## src/rtl/mmu_pkg.sv

```systemverilog
package mmu_pkg;
  parameter int unsigned VA_W  = 8;
  parameter int unsigned PA_W  = 12;
  parameter int unsigned OFF_W = 4;

  localparam int unsigned VPN_W   = VA_W - OFF_W;
  localparam int unsigned PFN_W   = PA_W - OFF_W;
  localparam int unsigned N_PAGES = 1 << VPN_W;

  typedef struct packed {
    logic             valid;
    logic [PFN_W-1:0] pfn;
  } pte_t;
endpackage

```

## src/rtl/xlat_table.sv

```systemverilog
module xlat_table
  import mmu_pkg::*;
(
  input  logic             clk_i,
  input  logic             rst_ni,
  input  logic             wr_en_i,
  input  logic [VPN_W-1:0] wr_idx_i,
  input  pte_t             wr_pte_i,
  input  logic [VPN_W-1:0] rd_idx_i,
  output pte_t             rd_pte_o
);

  pte_t ent_q [N_PAGES];

  for (genvar g = 0; g < N_PAGES; g++) begin : g_ent
    always_ff @(posedge clk_i or negedge rst_ni) begin
      if (!rst_ni)                                      ent_q[g] <= '0;
      else if (wr_en_i && wr_idx_i == VPN_W'(g))        ent_q[g] <= wr_pte_i;
    end

    assert_other_entry_kept_R7: assert property (@(posedge clk_i) disable iff (!rst_ni)
      (!wr_en_i || wr_idx_i != VPN_W'(g)) |=> $stable(ent_q[g]));
  end

  // read is combinational; caller samples it at the request edge (old value)
  assign rd_pte_o = ent_q[rd_idx_i];

endmodule

```

## src/rtl/xlat_req_stage.sv

```systemverilog
module xlat_req_stage
  import mmu_pkg::*;
(
  input  logic             clk_i,
  input  logic             rst_ni,
  input  logic             req_i,
  input  logic [OFF_W-1:0] off_i,
  input  pte_t             pte_i,
  output logic             req_q_o,
  output logic [OFF_W-1:0] off_q_o,
  output pte_t             pte_q_o
);

  always_ff @(posedge clk_i or negedge rst_ni) begin
    if (!rst_ni) begin
      req_q_o <= 1'b0;
      off_q_o <= '0;
      pte_q_o <= '0;
    end else begin
      req_q_o <= req_i;
      if (req_i) begin
        off_q_o <= off_i;
        pte_q_o <= pte_i;
      end
    end
  end

endmodule

```

## src/rtl/flat_mmu.sv

```systemverilog
module flat_mmu
  import mmu_pkg::*;
(
  input  logic             clk_i,
  input  logic             rst_ni,
  input  logic             wr_en_i,
  input  logic [VPN_W-1:0] wr_idx_i,
  input  logic [PFN_W-1:0] wr_pfn_i,
  input  logic             wr_valid_i,
  input  logic             req_i,
  input  logic [VA_W-1:0]  va_i,
  output logic             rsp_valid_o,
  output logic [PA_W-1:0]  pa_o,
  output logic             fault_o
);

  pte_t             wr_pte, rd_pte, pte_q;
  logic             req_q;
  logic [OFF_W-1:0] off_q;

  assign wr_pte = '{valid: wr_valid_i, pfn: wr_pfn_i};

  xlat_table u_table (
    .clk_i    (clk_i),
    .rst_ni   (rst_ni),
    .wr_en_i  (wr_en_i),
    .wr_idx_i (wr_idx_i),
    .wr_pte_i (wr_pte),
    .rd_idx_i (va_i[VA_W-1:OFF_W]),
    .rd_pte_o (rd_pte)
  );

  xlat_req_stage u_stage (
    .clk_i   (clk_i),
    .rst_ni  (rst_ni),
    .req_i   (req_i),
    .off_i   (va_i[OFF_W-1:0]),
    .pte_i   (rd_pte),
    .req_q_o (req_q),
    .off_q_o (off_q),
    .pte_q_o (pte_q)
  );

  assign rsp_valid_o = req_q;
  assign fault_o     = req_q && !pte_q.valid;
  assign pa_o        = (req_q && pte_q.valid) ? {pte_q.pfn, off_q} : '0;

  assert_rsp_follows_req_R2: assert property (@(posedge clk_i) disable iff (!rst_ni)
    req_i |=> rsp_valid_o);
  assert_no_spurious_rsp_R2: assert property (@(posedge clk_i) disable iff (!rst_ni)
    !req_i |=> !rsp_valid_o);
  assert_idle_quiet_R8: assert property (@(posedge clk_i) disable iff (!rst_ni)
    !rsp_valid_o |-> (!fault_o && pa_o == '0));
  assert_fault_zero_pa_R4: assert property (@(posedge clk_i) disable iff (!rst_ni)
    fault_o |-> pa_o == '0);
  assert_offset_pass_R9: assert property (@(posedge clk_i) disable iff (!rst_ni)
    req_i |=> (fault_o || pa_o[OFF_W-1:0] == $past(va_i[OFF_W-1:0])));

endmodule

```

## config.mk

```make
export PLATFORM = sky130hd
export DESIGN_NAME = flat_mmu
export DESIGN_NICKNAME = d
export VERILOG_FILES = /design/src/rtl/mmu_pkg.sv /design/src/rtl/xlat_table.sv /design/src/rtl/xlat_req_stage.sv /design/src/rtl/flat_mmu.sv
export SDC_FILE = /design/constraint.sdc
export NUM_CORES = 1
export LEC_CHECK = 0
export ABC_AREA = 1
export BUFFER_PORTS_ARGS = -buffer_cell sky130_fd_sc_hd__buf_2
export CAP_MARGIN = 20
export CORE_MARGIN = 3
export CORE_UTILIZATION = 45
export DETAILED_ROUTE_END_ITERATION = 12
export PLACE_DENSITY_LB_ADDON = 0.12
export RECOVER_POWER = 100
export SLEW_MARGIN = 20
export SYNTH_ARGS = -nofsm -noshare
export SYNTH_HDL_FRONTEND = slang
export SYNTH_SLANG_ARGS = --single-unit
```

## constraint.sdc

```tcl
create_clock -name clk_i -period 1.7 [get_ports clk_i]
set_input_delay 0.34 -clock clk_i [delete_from_list [all_inputs] [get_ports clk_i]]
set_output_delay 0.34 -clock clk_i [all_outputs]
set_load 0.005 [all_outputs]
```

==> reports/summary.txt <==
status = complete, no violations
RSZ-0062 raised after global routing = false
global route total overflow = 0
Synth warnings = 0
Crit. End Element = primary output
H-tree level count = 4
vias per inst = 5.164
Int Power = 7.240 mW
initial antenna violation count = 0
routed len/inst = 16.35 µm
Final Cell Area = 8255 µm²
input/output buffers = 38
sequential area share after synthesis = 0.5484
Tcrit/Tclk final = 0.9285
CP Max Fanout = 12
PwrDens = 1227 nW/µm²
Yosys top cell by area = dfrtp_1
first-pass GRT wire length = 31460 µm
Worst Clk Skew = 6.065 ps
number of flops mapped to enable cells by yosys = 0
Max Cap Viol = 0
main flop type after synthesis = dfrtp_1
DIE AREA = 17580 µm²
Mapped Area = 7209 µm²
Worst VDD drop = 0.7507 mV
via count of the first global-routing pass = 5738
Initial Util = 0.4673
setup violators final = 0
combinational power share = 0.154
# rows = 45
Post-Route Utilization = 0.5351
Reg power frac = 0.488
dpl cells = 1135
Final Worst Setup Slack = 121.5 ps
Tot Pwr = 10.13 mW
# diodes = 0
cts bufs inserted = 17
Slew headroom = 0.3792
clk slew on worst S/H paths = 60 ps
CTS tree = yes
share of cells above drive strength 1 = 0.1003
Clock power frac = 0.358
commonest cells in the netlist = nand2_1, dfrtp_1, nand3_1, o21ai_0, clkbuf_1
core footprint = 15430 µm²
synth top area cells = dfrtp_1, nand2_1, nand3_1
FMAX = 0.6335 GHz
Fillers = 1508
post-CTS setup buffer count = 0
Worst EP required = 1360 ps
max-slew violation count = 0
routed via count = 6031
Critical Path Start Type = flip-flop
final hold vios = 0
count of different cell masters after synthesis = 24
Die Span Y = 132.6 µm
Max Root-Sink Buffers = 2
Final #Nets = 969
hold slack = 133.2 ps
num ports = 39
Setup Crit Path Kind = flip-flop to primary output
syn_area_per_cell = 7.966 µm²
crit path DAT = 1240 ps
gr usage total = 0.2269
Final ANT Viol Nets = 0
fin crit period = 1579 ps
clk root buf = clkbuf_16
Final HPWL DP = 12040 µm
Setup TNS = 0 ps
top cell type's share of synthesized area = 0.5484
Reg2Reg Setup Slack = 550 ps
DP Area = 7814 µm²
worst min-delay path class = primary input to flip-flop
die width = 132.6 µm
Skew-Pair Late Insertion Delay = 430 ps
Sw Ratio = 0.2854
synthesis-stage register bit count = 158
Layout Cells excl Fill = 1168
drt first pass iters = 5
cell count after synthesis = 905
measured slew at the worst slew-check pin = 931.1 ps
Mapped Nets = 930
Placer Congestion = 0.7988
asr flop ratio synth = 1.000
final WL = 19100 µm
largest net degree at the start of global routing = 68
pre-CTS setup slack = 111.9 ps
initial drt markers = 455
DRC Markers = 0
cell with the most instances after synthesis = nand2_1
Layout Area Growth over Synthesis = 14.51%
Clock Sinks = 158
Switching Power = 2.892 mW
P_leak = 4.024 nW
## power by group through the flow
stage / Combinational, mW / Sequential, mW / Clock (mW)
4_1_cts: 1.63 / 4.93 / 3.71
3_3_place_gp: 1.57 / 4.98 / 0
2_1_floorplan: 1.14 / 4.87 / 0
6_report: 1.56 / 4.94 / 3.63
5_1_grt: 1.85 / 5.02 / 3.87
3_5_place_dp: 1.62 / 4.98 / 0
## kinds of logic (layout without fill, tap and decap cells)
| kind of cell | count (synthesis) | after routing | share of synthesized area |
|---|---|---|---|
| buffers and inverters | 87 | 139 | 0.04929 |
| AOI/OAI and AO/OA | 148 | 148 | 0.1033 |
| DFF | 158 | 158 | 0.5484 |
| and+or+nand+nor | 512 | 512 | 0.2990 |
## cell usage in the layout (no fill, tap or decap), drive strengths merged
cell type    instances
dfrtp              158
clkinv              12
nor3                 2
a21oi               18
nor4                 1
nand2              360
dlygate4sd3          1
clkinvlp             3
bufinv               1
clkbuf              46
nor2                37
nand3              112
inv                 30
o21ai              130
buf                 46
## cell type report
class / instances / area (µm²) / area share
Tap cell: 211 / 264.0 / 0.03198
Clock buffer: 19 / 452.9 / 0.05487
Sequential cell: 158 / 3954 / 0.4789
Timing Repair Buffer: 74 / 499.2 / 0.06047
Inverter: 33 / 123.9 / 0.01500
Clock inverter: 13 / 116.4 / 0.01410
Multi-Input combinational cell: 660 / 2845 / 0.3446
## registers in the layout, indices dropped and copies added (netlist names)
name / count
u_table.ent_q: 144
u_stage.pte_q_o: 9
u_stage.off_q_o: 4
u_stage.req_q_o: 1
## path summary, 6_finish.rpt
check                                         from  depth (start not counted)                  to
worst min-delay path                       va_i[0]                          3  u_stage.off_q_o[0]
worst min register to register  u_table.ent_q[133]                          2  u_table.ent_q[133]
worst max register to register   u_table.ent_q[26]                          8  u_stage.pte_q_o[8]
worst max-delay path               u_stage.req_q_o                          3             pa_o[6]
min in group asynchronous                   rst_ni                          2  u_table.ent_q[100]
max in group asynchronous                   rst_ni                          3   u_table.ent_q[85]
## layer usage
| layer | vias up | GRT usage | wire [µm] |
|---|---|---|---|
| met4 | 0 | 0.05427 | 223 |
| met3 | 15 | 0.05285 | 1102 |
| met2 | 154 | 0.3400 | 8273 |
| met1 | 2859 | 0.3360 | 9497 |
| met5 | - | 0 | 0 |
| li1 | 3003 | - | - |
## critical path, cell delays in order, from the launching register on
cell and delay, ps:
dfrtp_1 380, nand2_2 170, nor2_1 140, clkbuf_2 130
## what timing repair did
item                                    4_1_cts  5_1_grt
resized for setup                             1        0
hold buffers                                  1        0
hold endpoints to repair                     27        0
endpoints found under the setup margin        1        0
Power figures use the tool's default switching activity.
